==> config.mk <==
export PLATFORM = sky130hd
export DESIGN_NAME = irqc_top
export DESIGN_NICKNAME = d
export VERILOG_FILES = /design/src/rtl/irqc_pkg.sv /design/src/rtl/irqc_sync.sv /design/src/rtl/irqc_detect.sv /design/src/rtl/irqc_regs.sv /design/src/rtl/irqc_top.sv
export SDC_FILE = /design/constraint.sdc
export NUM_CORES = 1
export LEC_CHECK = 0
export ABC_AREA = 1
export CAP_MARGIN = 20
export CORE_MARGIN = 4
export CORE_UTILIZATION = 55
export CTS_CLUSTER_SIZE = 8
export DETAILED_ROUTE_END_ITERATION = 16
export GPL_TIMING_DRIVEN = 0
export PLACE_DENSITY = 0.79
export SLEW_MARGIN = 20
export SYNTH_ARGS = -nofsm -noshare
export SYNTH_HDL_FRONTEND = slang
export SYNTH_SLANG_ARGS = --single-unit
==> constraint.sdc <==
create_clock -name clk -period 4.32 [get_ports clk]
set_input_delay 0.864 -clock clk [delete_from_list [all_inputs] [get_ports clk]]
set_output_delay 0.864 -clock clk [all_outputs]
set_load 0.02 [all_outputs]
==> src/rtl/irqc_pkg.sv <==
`timescale 1ns/1ps
package irqc_pkg;
  // Word indices (byte offset / 4) of the register file.
  localparam int unsigned WIDX_STATUS = 0;
  localparam int unsigned WIDX_ENABLE = 1;
  localparam int unsigned WIDX_ACK    = 2;
  localparam int unsigned WIDX_TTYPE  = 3;
  localparam int unsigned WIDX_POL    = 4;
endpackage

==> src/rtl/irqc_sync.sv <==
`timescale 1ns/1ps
module irqc_sync #(
  parameter int unsigned WIDTH  = 32,
  parameter int unsigned STAGES = 2
) (
  input  logic             clk,
  input  logic             rst_n,
  input  logic [WIDTH-1:0] d_i,
  output logic [WIDTH-1:0] q_o
);
  logic [WIDTH-1:0] stg [STAGES];

  always_ff @(posedge clk or negedge rst_n) begin
    if (!rst_n) stg[0] <= '0;
    else        stg[0] <= d_i;
  end

  for (genvar s = 1; s < STAGES; s++) begin : g_stage
    always_ff @(posedge clk or negedge rst_n) begin
      if (!rst_n) stg[s] <= '0;
      else        stg[s] <= stg[s-1];
    end
  end

  assign q_o = stg[STAGES-1];
endmodule

==> src/rtl/irqc_detect.sv <==
`timescale 1ns/1ps
module irqc_detect #(
  parameter int unsigned WIDTH = 32
) (
  input  logic             clk,
  input  logic             rst_n,
  input  logic [WIDTH-1:0] smp_i,   // synchronised request lines
  input  logic [WIDTH-1:0] ttype_i, // 1 = edge, 0 = level
  input  logic [WIDTH-1:0] pol_i,   // 1 = low / falling
  input  logic [WIDTH-1:0] ack_i,   // one-cycle clear pulses
  output logic [WIDTH-1:0] pend_o
);
  logic [WIDTH-1:0] prev_q;
  logic [WIDTH-1:0] pend_q;

  always_ff @(posedge clk or negedge rst_n) begin
    if (!rst_n) prev_q <= '0;
    else        prev_q <= smp_i;
  end

  for (genvar i = 0; i < WIDTH; i++) begin : g_src
    logic active, was_active, event_hit, set_now;
    assign active     = smp_i[i] ^ pol_i[i];
    assign was_active = prev_q[i] ^ pol_i[i];
    assign event_hit  = active & ~was_active;
    assign set_now    = ttype_i[i] ? event_hit : active;

    // Set takes precedence over clear in the same cycle.
    always_ff @(posedge clk or negedge rst_n) begin
      if (!rst_n)        pend_q[i] <= 1'b0;
      else if (set_now)  pend_q[i] <= 1'b1;
      else if (ack_i[i]) pend_q[i] <= 1'b0;
    end

    AST_LEVEL_REARMS: assert property (@(posedge clk) disable iff (!rst_n)
      (!ttype_i[i] && (smp_i[i] != pol_i[i])) |=> pend_o[i]);
    AST_EDGE_HOLDS: assert property (@(posedge clk) disable iff (!rst_n)
      (ttype_i[i] && !ack_i[i] && (smp_i[i] == prev_q[i])) |=> $stable(pend_o[i]));
    AST_EDGE_ACK_CLEARS: assert property (@(posedge clk) disable iff (!rst_n)
      (ttype_i[i] && ack_i[i] && (smp_i[i] == prev_q[i])) |=> !pend_o[i]);
  end

  assign pend_o = pend_q;
endmodule

==> src/rtl/irqc_regs.sv <==
`timescale 1ns/1ps
module irqc_regs
  import irqc_pkg::*;
#(
  parameter int unsigned WIDTH  = 32,
  parameter int unsigned ADDR_W = 12
) (
  input  logic              clk,
  input  logic              rst_n,
  input  logic              bus_we,
  input  logic [ADDR_W-1:0] bus_addr,
  input  logic [WIDTH-1:0]  bus_wdata,
  input  logic [WIDTH-1:0]  pend_i,
  output logic [WIDTH-1:0]  bus_rdata,
  output logic [WIDTH-1:0]  status_o,
  output logic [WIDTH-1:0]  ttype_o,
  output logic [WIDTH-1:0]  pol_o,
  output logic [WIDTH-1:0]  ack_o
);
  localparam int unsigned WORD_W = ADDR_W - 2;

  logic [WORD_W-1:0] word;
  logic              aligned;
  logic              wr_en, wr_ttype, wr_pol, wr_ack;
  logic [WIDTH-1:0]  en_q, ttype_q, pol_q;

  assign word     = bus_addr[ADDR_W-1:2];
  assign aligned  = (bus_addr[1:0] == 2'b00);
  assign wr_en    = bus_we && aligned && (word == WORD_W'(WIDX_ENABLE));
  assign wr_ttype = bus_we && aligned && (word == WORD_W'(WIDX_TTYPE));
  assign wr_pol   = bus_we && aligned && (word == WORD_W'(WIDX_POL));
  assign wr_ack   = bus_we && aligned && (word == WORD_W'(WIDX_ACK));

  always_ff @(posedge clk or negedge rst_n) begin
    if (!rst_n) begin
      en_q    <= '0;
      ttype_q <= '0;
      pol_q   <= '0;
    end else begin
      if (wr_en)    en_q    <= bus_wdata;
      if (wr_ttype) ttype_q <= bus_wdata;
      if (wr_pol)   pol_q   <= bus_wdata;
    end
  end

  assign ack_o    = wr_ack ? bus_wdata : '0;
  assign status_o = pend_i & en_q;
  assign ttype_o  = ttype_q;
  assign pol_o    = pol_q;

  always_comb begin
    bus_rdata = '0;
    if (aligned) begin
      case (word)
        WORD_W'(WIDX_STATUS): bus_rdata = status_o;
        WORD_W'(WIDX_ENABLE): bus_rdata = en_q;
        WORD_W'(WIDX_TTYPE):  bus_rdata = ttype_q;
        WORD_W'(WIDX_POL):    bus_rdata = pol_q;
        default:              bus_rdata = '0;
      endcase
    end
  end

  AST_STATUS_MASKED: assert property (@(posedge clk) disable iff (!rst_n)
    (aligned && word == WORD_W'(WIDX_STATUS)) |-> ((bus_rdata & ~en_q) == '0));
  AST_ACK_READS_ZERO: assert property (@(posedge clk) disable iff (!rst_n)
    (word == WORD_W'(WIDX_ACK)) |-> (bus_rdata == '0));
  AST_ENABLE_TAKES: assert property (@(posedge clk) disable iff (!rst_n)
    wr_en |=> (en_q == $past(bus_wdata)));
endmodule

==> src/rtl/irqc_top.sv <==
`timescale 1ns/1ps
module irqc_top #(
  parameter int unsigned NUM_SRC     = 32,
  parameter int unsigned ADDR_W      = 12,
  parameter int unsigned SYNC_STAGES = 2
) (
  input  logic               clk,
  input  logic               rst_n,
  input  logic [NUM_SRC-1:0] irq_src,
  input  logic               bus_we,
  input  logic [ADDR_W-1:0]  bus_addr,
  input  logic [NUM_SRC-1:0] bus_wdata,
  output logic [NUM_SRC-1:0] bus_rdata,
  output logic               irq_o
);
  logic [NUM_SRC-1:0] smp, pend, status, ttype, pol, ack;

  irqc_sync #(.WIDTH(NUM_SRC), .STAGES(SYNC_STAGES)) u_sync (
    .clk(clk), .rst_n(rst_n), .d_i(irq_src), .q_o(smp)
  );

  irqc_detect #(.WIDTH(NUM_SRC)) u_detect (
    .clk(clk), .rst_n(rst_n), .smp_i(smp), .ttype_i(ttype), .pol_i(pol),
    .ack_i(ack), .pend_o(pend)
  );

  irqc_regs #(.WIDTH(NUM_SRC), .ADDR_W(ADDR_W)) u_regs (
    .clk(clk), .rst_n(rst_n), .bus_we(bus_we), .bus_addr(bus_addr),
    .bus_wdata(bus_wdata), .pend_i(pend), .bus_rdata(bus_rdata),
    .status_o(status), .ttype_o(ttype), .pol_o(pol), .ack_o(ack)
  );

  assign irq_o = |status;

  AST_IRQ_NEEDS_PENDING: assert property (@(posedge clk) disable iff (!rst_n)
    irq_o |-> (pend != '0));
endmodule

# == Word-level counts from Yosys, hierarchy flattened ==
# Index checks and enable logic that the tools add are counted.
# W data, S select, Z words.
# classes
n_eq_ne,4
muxes,99
n_bitwise,129
n_reduce_logical,40
# ops
cell,count
$pmux W32 S4,1
$mux W1,96
$mux W32,2
$reduce_bool A2 Y1,32
$xor A1 B1 Y1,64
$and A1 B1 Y1,32
$and A32 B32 Y32,1
$not A1 Y1,32
$reduce_or A32 Y1,1
$eq A10 B2 Y1 const B,2
$eq A10 B1 Y1 const B,1
$eq A10 B3 Y1 const B,1
$logic_not A10 Y1,1
$logic_and A1 B1 Y1,5
$logic_not A2 Y1,1
# totals
reg_bits,224
input_bits,79
output_inout_bits,33
elab_cells,310

# == Logic depth before layout (Yosys ltp) ==
# Gate-level depths: netlist (run 1).
# logic_depth
word_depth,6
depth_mapped,9
mapped_depth_nobuf,8

# == By module ==
# Synthesis (run 1) repeated with hierarchy kept, for this count alone.
# hier_totals
cells_unflattened,1309
area_unflattened_um2,10402.5
# by_module_without_submodules
module,instances,cells_per_inst,area_each_um2,seq_area_each_um2
irqc_regs,1,784,5418.9,2402.3
irqc_detect,1,384,2962.8,1601.5
irqc_sync,1,96,1841.8,1601.5
irqc_top,1,45,178.9,0.0

# == Worst setup path after synthesis (run 1) ==
# Ideal clock, no wire load.
# synth_timing
path_kind,in2out
startpoint,input port bus_addr[7]
endpoint,output port bus_rdata[10]
t_arrival_ns,2.000
t_required_ns,3.456
slack_ns,1.456
cell_stages,9
n_path_buf,2
path_cell_list,nor2_1 -> nand2_2 -> nor2_4 -> buf_4 -> buf_4 -> nand3_1 -> nand2_1 -> nor2_1 -> nor2_1
# synth_between
elab_chain_cells,3
word_cells_on_any_way,6
classes_between,eq/ne: 3; mux: 2; reduce/logical: 1
# synth_lines
element,line_no,rtl
"start, declared",irqc_top.sv:11,"input logic [ADDR_W-1:0] bus_addr,"
"$eq A10 B3 Y1, or another cell as far along",irqc_regs.sv:54,case (word)
$pmux W32 S4 (*),irqc_regs.sv:54,
$mux W32 (*),irqc_regs.sv:53,if (aligned) begin
"end, declared",irqc_top.sv:13,"output logic [NUM_SRC-1:0] bus_rdata,"
# Every way passes the cells marked *; elsewhere a longest branch is shown, timed or not.

# == Worst setup path after layout (run 1) ==
# layout_timing
startpoint,input port bus_addr[3]
endpoint,output port bus_rdata[28]
# The elaborated chain is that of the path after synthesis.

==> results by group, run 1 <==
Global routing
  – Largest net degree at the start of global routing: between 90 and 100
  – GRT Total Usage: roughly 25%
  – Grt ovf: 0
  – Initial antenna violation count: 0
  – First-pass GRT wire length: roughly 40,000 um
  – Number of global-route vias before repair: roughly 7,900

Final layout
  – Antenna cell count: 0
  – Reg area: around 5600 um2
  – Fraction of layout cells with a size suffix above 1: 5.397%
  – Layout fillers: approximately 1,300
  – Area Growth Syn to Fin: 23.63%
  – Area of the multi-input gates: approximately 3100 um2
  – Non-Filler Instances: roughly 1,500
  – # nets final: ~1,300
  – Post-layout util: 70.04%

Floorplanning
  – I/O pins: ~110
  – Initial Util: about 57%
  – Die W: about 140 um
  – Core area: between 15,000 and 20,000 um2
  – Rows: 47
  – Die Height: roughly 140 um
  – Total die area: 19,370 um2

Timing
  – Max Freq: between 200 and 250 MHz
  – Final hold vios: 0
  – Slew at the pin closest to its max-slew limit: between 0.7 and 0.8 ns
  – Slew Viols, Final: 0
  – Slew Limit Headroom: approximately half
  – Hold WS: roughly 0.24 ns
  – Final period util: about 97%
  – Final Setup Violations: 0
  – Min cycle time layout: 4.194 ns
  – Final Skew: about 0.0081 ns

Routing
  – Vias: approximately 8,000
  – Initial DRC count: 804
  – Residual DRC count: 0
  – Routed wire per std cell: approximately 16 um
  – Vias/cell: 5.420
  – DRT Pass-1 Iters: 7
  – Final wirelength: 23,760 um
  – DRT antenna net count: 0

Worst setup path
  – Critical Path End Type: output pin
  – Critical path type: in2out
  – Arrival time worst endpoint: 3.33 ns
  – Reg-to-reg slack, setup: ~3.5 ns
  – Startpoint Class: input port
  – CP required: ~3.5 ns
  – Critical path peak fanout: 10

Pwr
  – Share of power burned in the clock network: a little under half
  – Leakage Power: approximately 5.6 nW
  – Sw frac: 21.09%
  – Total power: 4.415 mW
  – Pwr per Cell Area: 377.4 nW/um2
  – Internal Power: about 3.5 mW
  – Max VDD drop: roughly 0.3 mV
  – NetSw: just over 0.9 mW
  – Seq pwr share: 49.5%
  – Comb power frac: roughly 4.4%

Logic synthesis
  – Flops & latches, synth: approximately 220
  – Mapped Cells: between 1,000 and 1,500
  – Mapped Nets: between 1,000 and 1,500
  – Cell Area, Synth: ~9500 um2
  – Sequential fraction of the synthesis area: a little under 60%
  – Largest cells by area after synthesis: dfrtp_1, nand2_1, nand3_1
  – Syn Area/Cell: between 8 and 9 um2
  – Count of cell types in the netlist: 17
  – Synth top area share: about three fifths
  – Largest area contributor in the netlist: dfrtp_1
  – Synth Warn #: 0

Run
  – Maxcap violations: 0

Clock tree
  – H-tree lvl count: 1
  – Clock Path Buffers: 3
  – Clk sink count: about 220
  – Inserted Clock Buffers: 31
  – CTS tree: built
  – Clock insertion delay at the later pin of the skew report: 0.54 ns
  – Root buffer cell: clkbuf_16
  – Hold_buf cts: 0
  – Post-CTS Resized: 0
  – Reg clk slew, reported paths: ~0.05 ns
  – Post-CTS setup buffer count: 0

Placed design
  – Post-DP HPWL: roughly 16,000 um
  – GPL Wtd Cong: between 0.8 and 0.9
  – IO buf count: ~110
  – Post-Place Cells: roughly 1,400

Outcome
  – Status: finished, final reports clean

Hold path
  – Worst min path class: in2async
[final cells by class]
cell class / instances / area share (%)
Sequential cell: 224 / 47.92
Multi-Input combinational cell: 711 / 26.74
Timing Repair Buffer: 113 / 10.01
Clock buffer: 31 / 6.632
Inverter: 134 / 4.300
Tap cell: 220 / 2.353
Buffer: 46 / 1.968
Clock inverter: 1 / 0.07487
[stage by stage]
stage / setup TNS, ns / cell area, um2 / setup WS [ns]
final: 0 / 11700 / 0.1263
after global routing: -0.0004039 / 11700 / -0.0004039
after CTS: 0 / 11690 / 0.1289
after detailed placement: 0 / 10910 / 0.1322
after global placement: -1552.90 / 10850 / -6.949
after floorplan: 0 / 9462 / 1.456
[worst paths after layout]
path,start,end,cells after the start
min in group clk,u_sync.stg[32],u_sync.q_o[0],0
setup / recovery,bus_addr[3],bus_rdata[28],10
hold reg to reg,u_sync.stg[32],u_sync.q_o[0],0
max in group asynchronous,rst_n,u_sync.stg[47],2
hold / removal,rst_n,u_sync.q_o[4],1
setup reg to reg,u_regs.ttype_o[14],u_detect.pend_o[14],3
[Yosys cell counts (all sizes together)]
library cell	instances
nand4	9
nand2	266
clkbuf	22
o21ai	161
nand3	162
buf	24
inv	134
nor2	113
dfrtp	224
[critical path, cell delays in order]
cell	delay, ns
clkdlybuf4s50_1	0.52
nor2_1	0.18
inv_1	0.05
nor2_1	0.37
buf_2	0.32
nand3_1	0.09
nand2_1	0.08
nor2_1	0.04
nor2_1	0.16
clkdlybuf4s50_1	0.64
[layout by cell type, fill, tap and decap left out]
| master | instances |
|---|---|
| dfrtp_1 | 224 |
| clkbuf_2 | 5 |
| nor2_4 | 3 |
| nand3_1 | 161 |
| clkdlybuf4s50_1 | 110 |
| clkbuf_1 | 19 |
| clkbuf_16 | 31 |
| buf_4 | 10 |
| buf_8 | 1 |
| nand2_1 | 264 |
| buf_1 | 1 |
| inv_2 | 1 |
| inv_6 | 1 |
| nand4_1 | 9 |
| o21ai_1 | 66 |
| buf_16 | 2 |
| buf_2 | 11 |
| o21ai_0 | 95 |
| nand3_2 | 1 |
| inv_1 | 133 |
| nand2_2 | 2 |
| nor2_1 | 110 |
[routing by layer]
layer	share of wire, %	wire (um)	global-route usage [%]	vias up
met5	0	0	0	-
met4	3.4	810	8.702	0
met3	7.5	1772	4.172	73
met2	46	10970	39.81	341
met1	43	10210	35.05	3776
li1	-	-	-	3831
[cells by family (layout without fill, tap and decap cells)]
group / Yosys count / in the layout / share of synthesized area (%)
AOI/OAI and AO/OA: 161 / 161 / 8.516
DFF: 224 / 224 / 59.24
and+or+nand+nor: 550 / 550 / 24.54
buffers and inverters: 180 / 325 / 7.696
[power by group through the flow]
stage | Clock, mW | Combinational (mW) | Sequential (mW)
2_1_floorplan | 0 | 0.0515 | 2.21
3_3_place_gp | 0 | 0.188 | 2.22
3_5_place_dp | 0 | 0.196 | 2.22
4_1_cts | 2.08 | 0.198 | 2.18
5_1_grt | 2.17 | 0.218 | 2.19
6_report | 2.04 | 0.196 | 2.18
[flip-flops by register name, summed over array words and instances, names as in the netlist]
signal / cells
u_sync.stg: 32
u_sync.q_o: 32
u_detect.pend_o: 32
u_regs.ttype_o: 32
u_regs.pol_o: 32
u_detect.prev_q: 32
u_regs.en_q: 32
Power figures use the tool's default switching activity.
==> run 2, diff against run 1 <==
Settings changed: CELL_PAD_IN_SITES_DETAIL_PLACEMENT from default to 0, CELL_PAD_IN_SITES_GLOBAL_PLACEMENT from default to 2, CORE_UTILIZATION 55 to 36, PLACE_DENSITY 0.79 to default, PLACE_DENSITY_LB_ADDON from default to 0.1.
==> results by group, run 2 (synthesis gave the netlist of run 1 again) <==
Placed design
  – IO buf count: 111 (unchanged)
  – Post-DP HPWL: 18,070 um (was 15,980 um)
  – GPL Wtd Cong: 0.7844 (was 0.8326)
  – Setup WS pre-CTS: -0.008574 ns (was 0.1322 ns)

Floorplanning
  – Initial Util: 36.41% (was 56.65%)
  – I/O pins: 112 (unchanged)
  – Core area: 25,980 um2 (was 16,700 um2)
  – Die W: 170.1 um (was 139.2 um)
  – Rows: 59 (was 47)
  – Total die area: 28,940 um2 (was 19,370 um2)
  – Die Height: 170.1 um (was 139.2 um)

Final layout
  – Layout fillers: 2,633 (was 1,283)
  – # nets final: 1,343 (was 1,340)
  – Area of the multi-input gates: 3131 um2 (was 3128 um2)
  – Commonest non-fill, non-tap cell in the layout: nand2_1 (unchanged)
  – Area Growth Syn to Fin: 26.82% (was 23.63%)
  – Fraction of layout cells with a size suffix above 1: 6.393% (was 5.397%)
  – Commonest cells after routing, fill and taps aside: nand2_1, dfrtp_1, nand3_1 (unchanged)
  – Antenna cell count: 0 (unchanged)
  – Reg area: 5605 um2 (unchanged)

Timing
  – Slew Limit Headroom: 40.47% (was 49.54%)
  – Setup WS post-layout: 0.1044 ns (was 0.1263 ns)
  – Sum of negative setup slack: 0 ns (unchanged)
  – Final hold vios: 0 (unchanged)
  – Slew at the pin closest to its max-slew limit: 0.8930 ns (was 0.7569 ns)
  – Slew Viols, Final: 0 (unchanged)
  – Min cycle time layout: 4.216 ns (was 4.194 ns)
  – RSZ-0062 raised after global routing: false
  – Max Freq: 237.2 MHz (was 238.5 MHz)
  – Final Setup Violations: 0 (unchanged)
  – Final period util: 97.58% (was 97.08%)
  – Final Skew: 0.009859 ns (was 0.008077 ns)

Worst setup path
  – CP required: 3.46 ns (about the same)
  – Critical path peak fanout: 10 (unchanged)
  – Reg-to-reg slack, setup: 3.47 ns (was 3.45 ns)
  – Critical Path End Type: output pin (unchanged)
  – Arrival time worst endpoint: 3.35 ns (was 3.33 ns)
  – Critical path type: in2out (unchanged)
  – Startpoint Class: input port (unchanged)
  – Reg2reg path depth: 3 (unchanged)

Pwr
  – Max VDD drop: 0.3010 mV (was 0.2976 mV)
  – Leakage Power: 5.698 nW (was 5.594 nW)
  – Pwr per Cell Area: 393.3 nW/um2 (was 377.4 nW/um2)

Routing
  – Initial DRC count: 426 (was 804)
  – Vias/cell: 4.830 (was 5.420)
  – DRT Pass-1 Iters: 5 (was 7)
  – DRT antenna net count: 0 (unchanged)
  – Final wirelength: 27,590 um (was 23,760 um)
  – Residual DRC count: 0 (unchanged)
  – Routed wire per std cell: 17.22 um (was 16.05 um)
  – Vias: 7,737 (was 8,021)

Clock tree
  – Post-CTS setup buffer count: 0 (unchanged)
  – Clk sink count: 224 (unchanged)
  – CTS tree: built (unchanged)
  – Clock insertion delay at the later pin of the skew report: 0.50 ns (was 0.54 ns)
  – Inserted Clock Buffers: 34 (was 31)
  – Clock Path Buffers: 3 (unchanged)
  – Root buffer cell: clkbuf_16 (unchanged)
  – Hold_buf cts: 0 (unchanged)
  – Reg clk slew, reported paths: 0.05 ns (about the same)
  – H-tree lvl count: 2 (was 1)

Global routing
  – Grt ovf: 0 (unchanged)
  – GRT Total Usage: 19.54% (was 24.96%)
  – Number of global-route vias before repair: 7,787 (was 7,944)
  – First-pass GRT wire length: 44,100 um (was 39,630 um)
  – Initial antenna violation count: 0 (unchanged)
  – Largest net degree at the start of global routing: 95 (was 98)

Outcome
  – Status: finished, final reports clean (unchanged)

Hold path
  – Worst min path class: in2async (unchanged)

Run
  – Maxcap violations: 0 (unchanged)
-- run 2: final timing paths --
path,start,end
min reg2reg,u_sync.stg[40],u_sync.q_o[8]
min,rst_n,u_detect.prev_q[4]
max,bus_addr[11],bus_rdata[20]
max reg2reg,u_regs.ttype_o[19],u_detect.pend_o[19]
min in group clk,u_sync.stg[40],u_sync.q_o[8]
max in group asynchronous,rst_n,u_sync.stg[53]
-- run 2: critical path, stage by stage --
cell and delay (ns):
clkdlybuf4s50_1 0.39, nor2_1 0.27, nand2_1 0.16, nor2_4 0.16, nand2_1 0.06, o21ai_1 0.07, nand2_1 0.18, clkbuf_2 0.30
nor2_1 0.24, clkdlybuf4s50_1 0.64
-- run 2: per-stage QoR --
step	total power [mW]	area, um2	hold slack, ns	util (%)	cells
floorplan	2.258	9462	0.3312	-	1115
global placement	2.416	10990	0.3325	42.30	1561
detailed placement	2.420	11050	0.3347	42.53	1563
CTS	4.807	11980	0.3304	46.12	1602
global route	4.915	12000	0.3436	46.18	1602
finish	4.719	12000	0.3148	46.18	1602
-- run 2: layout make-up --
class	instances	area share (%)
Sequential cell	224	46.72
Multi-Input combinational cell	711	26.09
Timing Repair Buffer	113	9.781
Clock buffer	36	7.414
Inverter	134	4.192
Tap cell	335	3.493
Buffer	46	1.971
Clock inverter	3	0.3441
-- run 2: timing repair --
action | CTS | global route
gates resized for setup | 1 | 15
endpoints found under the setup margin | 2 | 31
endpoints found under the hold margin | 0 | 0
-- run 2: routing by layer --
layer	part of all wire, %	track usage [%]
met5	0	0
met4	2.4	5.590
met3	5.1	2.927
met2	46	30.71
met1	47	28.27
-- run 2: report_power, final --
group	switching, mW	total, mW	internal [mW]
clock network	0.889	2.34	1.45
logic	0.112	0.200	0.0883
registers	0.0283	2.18	2.15
==> run 3, diff against run 2 <==
Settings changed: CAP_MARGIN 20 to 40.
==> results by group, run 3 (synthesis gave the netlist of run 1 again) <==
Global routing
  – Number of global-route vias before repair: 7,710 (was 7,787)
  – GRT Total Usage: 19.44% (was 19.54%)
  – Largest net degree at the start of global routing: 95 (unchanged)
  – First-pass GRT wire length: 43,820 um (was 44,100 um)
  – Grt ovf: 0 (unchanged)
  – Initial antenna violation count: 0 (unchanged)

Timing
  – Final period util: 96.80% (was 97.58%)
  – Hold WS: 0.3193 ns (was 0.3148 ns)
  – Final hold vios: 0 (unchanged)
  – Max Freq: 239.1 MHz (was 237.2 MHz)
  – Sum of negative setup slack: 0 ns (unchanged)
  – Slew Viols, Final: 0 (unchanged)
  – Slew at the pin closest to its max-slew limit: 0.8089 ns (was 0.8930 ns)
  – Final Setup Violations: 0 (unchanged)
  – Final Skew: 0.006563 ns (was 0.009859 ns)
  – Slew Limit Headroom: 46.07% (was 40.47%)
  – RSZ-0062 raised after global routing: true (was false)
  – Min cycle time layout: 4.182 ns (was 4.216 ns)

Floorplanning
  – Initial Util: 36.41% (unchanged)
  – Die W: 170.1 um (unchanged)
  – Die Height: 170.1 um (unchanged)
  – Rows: 59 (unchanged)
  – Total die area: 28,940 um2 (unchanged)
  – I/O pins: 112 (unchanged)
  – Core area: 25,980 um2 (unchanged)

Worst setup path
  – Reg2reg path depth: 3 (unchanged)
  – Critical Path End Type: output pin (unchanged)
  – CP required: 3.46 ns (about the same)
  – Startpoint Class: input port (unchanged)
  – Worst path bufs/invs: 3 (unchanged)
  – Crit path max-delay cell type: clkdlybuf4s50_1 (unchanged)
  – Critical path peak fanout: 10 (unchanged)
  – Critical path type: in2out (unchanged)
  – CP startpoint: bus_addr[11] (unchanged)
  – Arrival time worst endpoint: 3.32 ns (was 3.35 ns)
  – Stages on worst setup path: 10 (unchanged)
  – Critical Path End: bus_rdata[20] (unchanged)
  – Max incr delay on CP: 0.64 ns (about the same)
  – Worst path most repeated cell: nand2_1 (unchanged)
  – Reg-to-reg slack, setup: 3.47 ns (about the same)
  – Critical Path, Cell by Cell: clkdlybuf4s50_1 -> nor2_1 -> nand2_1 -> nor2_4 -> nand2_1 -> o21ai_1 -> nand2_1 -> clkbuf_2 -> nor2_1 -> clkdlybuf4s50_1 (unchanged)
  – Worst R2R Start: u_regs.ttype_o[12] (was u_regs.ttype_o[19])
  – Family with the most delay on the worst path: buffers and inverters (unchanged)
  – R2R Path End: u_detect.pend_o[12] (was u_detect.pend_o[19])

Pwr
  – NetSw: 1.017 mW (was 1.029 mW)
  – Max VDD drop: 0.2895 mV (was 0.3010 mV)
  – Seq pwr share: 46.5% (was 46.3%)
  – Share of power burned in the clock network: 49.2% (was 49.5%)
  – Leakage Power: 5.690 nW (was 5.698 nW)
  – Internal Power: 3.672 mW (was 3.690 mW)
  – Sw frac: 21.69% (was 21.81%)
  – Comb power frac: 4.3% (was 4.2%)
  – Pwr per Cell Area: 391.3 nW/um2 (was 393.3 nW/um2)

Final layout
  – Commonest non-fill, non-tap cell in the layout: nand2_1 (unchanged)
  – Reg area: 5605 um2 (unchanged)
  – # nets final: 1,344 (was 1,343)
  – Fraction of layout cells with a size suffix above 1: 6.304% (was 6.393%)
  – Area Growth Syn to Fin: 26.63% (was 26.82%)
  – Layout fillers: 2,623 (was 2,633)
  – Antenna cell count: 0 (unchanged)
  – Area of the multi-input gates: 3128 um2 (was 3131 um2)
  – Commonest cells after routing, fill and taps aside: nand2_1, dfrtp_1, nand3_1 (unchanged)

Clock tree
  – H-tree lvl count: 2 (unchanged)
  – Reg clk slew, reported paths: 0.05 ns (about the same)
  – Inserted Clock Buffers: 34 (unchanged)
  – CTS tree: built (unchanged)
  – Post-CTS Resized: 2 (was 1)
  – Clk sink count: 224 (unchanged)
  – Clock insertion delay at the later pin of the skew report: 0.49 ns (was 0.50 ns)
  – Clock Path Buffers: 3 (unchanged)
  – Post-CTS setup buffer count: 0 (unchanged)
  – Root buffer cell: clkbuf_16 (unchanged)
  – Hold_buf cts: 0 (unchanged)

Routing
  – Vias/cell: 4.804 (was 4.830)
  – Residual DRC count: 0 (unchanged)
  – Final wirelength: 27,700 um (was 27,590 um)
  – DRT Pass-1 Iters: 4 (was 5)
  – Initial DRC count: 444 (was 426)
  – Vias: 7,705 (was 7,737)
  – DRT antenna net count: 0 (unchanged)
  – Routed wire per std cell: 17.27 um (was 17.22 um)

Placed design
  – Post-DP HPWL: 18,120 um (was 18,070 um)
  – IO buf count: 111 (unchanged)
  – GPL Wtd Cong: 0.7844 (unchanged)

Run
  – Maxcap violations: 0 (unchanged)

Outcome
  – Status: finished, final reports clean (unchanged)

Hold path
  – Worst min path class: in2async (unchanged)
## run 3: cell count changes in the layout (fill, tap and decap cells not counted), sizes merged
cell	delta
buf	+1
clkinv	-3
clkbuf	+2
clkinvlp	+1
inv	+1
## run 3: metal layers
| metal | vias up | routed length (um) | GRT usage, % | share of wire, % |
|---|---|---|---|---|
| met5 | - | 0 | 0 | 0 |
| met4 | 0 | 578 | 5.069 | 2.1 |
| met3 | 42 | 1405 | 3.066 | 5.1 |
| met2 | 193 | 12640 | 30.62 | 46 |
| met1 | 3627 | 13070 | 28.19 | 47 |
| li1 | 3843 | - | - | - |
## run 3: worst min path at each step
stage / start / end / slack (ns) / cells after the start
detailed placement: u_sync.stg[37] / u_sync.q_o[5] / 0.33 / 0
floorplan: u_sync.stg[32] / u_sync.q_o[0] / 0.33 / 0
finish: rst_n / u_detect.prev_q[4] / 0.32 / 1
global placement: u_sync.stg[49] / u_sync.q_o[17] / 0.33 / 0
global route: u_sync.stg[34] / u_sync.q_o[2] / 0.35 / 0
CTS: rst_n / u_detect.prev_q[4] / 0.34 / 1
## run 3: power by group through the flow
stage / clock network [mW] / registers, mW / logic (mW)
CTS: 2.38 / 2.18 / 0.206
floorplan: 0 / 2.21 / 0.0515
global route: 2.47 / 2.19 / 0.225
global placement: 0 / 2.22 / 0.198
finish: 2.31 / 2.18 / 0.201
detailed placement: 0 / 2.22 / 0.205
## run 3: worst register-to-register path, cell delays in order, from the launching register on
cell,delay [ns]
dfrtp_1,0.37
inv_1,0.07
o21ai_0,0.17
nand3_1,0.11
## run 3: metrics by stage
| stage | std cells | utilization [%] | instance area, um2 | worst slack, ns | power (mW) |
|---|---|---|---|---|---|
| floorplan | 1115 | - | 9462 | 1.456 | 2.258 |
| global placement | 1561 | 42.30 | 10990 | -7.630 | 2.416 |
| detailed placement | 1564 | 42.58 | 11060 | -0.03576 | 2.420 |
| CTS | 1604 | 46.06 | 11970 | 0.004619 | 4.770 |
| global route | 1604 | 46.11 | 11980 | -0.006707 | 4.880 |
| finish | 1604 | 46.11 | 11980 | 0.1380 | 4.688 |
## run 3: cell type report
| cell class | instances | share of cell area (%) |
|---|---|---|
| Buffer | 46 | 1.984 |
| Clock buffer | 38 | 7.404 |
| Clock inverter | 2 | 0.1358 |
| Inverter | 134 | 4.198 |
| Multi-Input combinational cell | 711 | 26.11 |
| Sequential cell | 224 | 46.78 |
| Tap cell | 335 | 3.498 |
| Timing Repair Buffer | 114 | 9.889 |
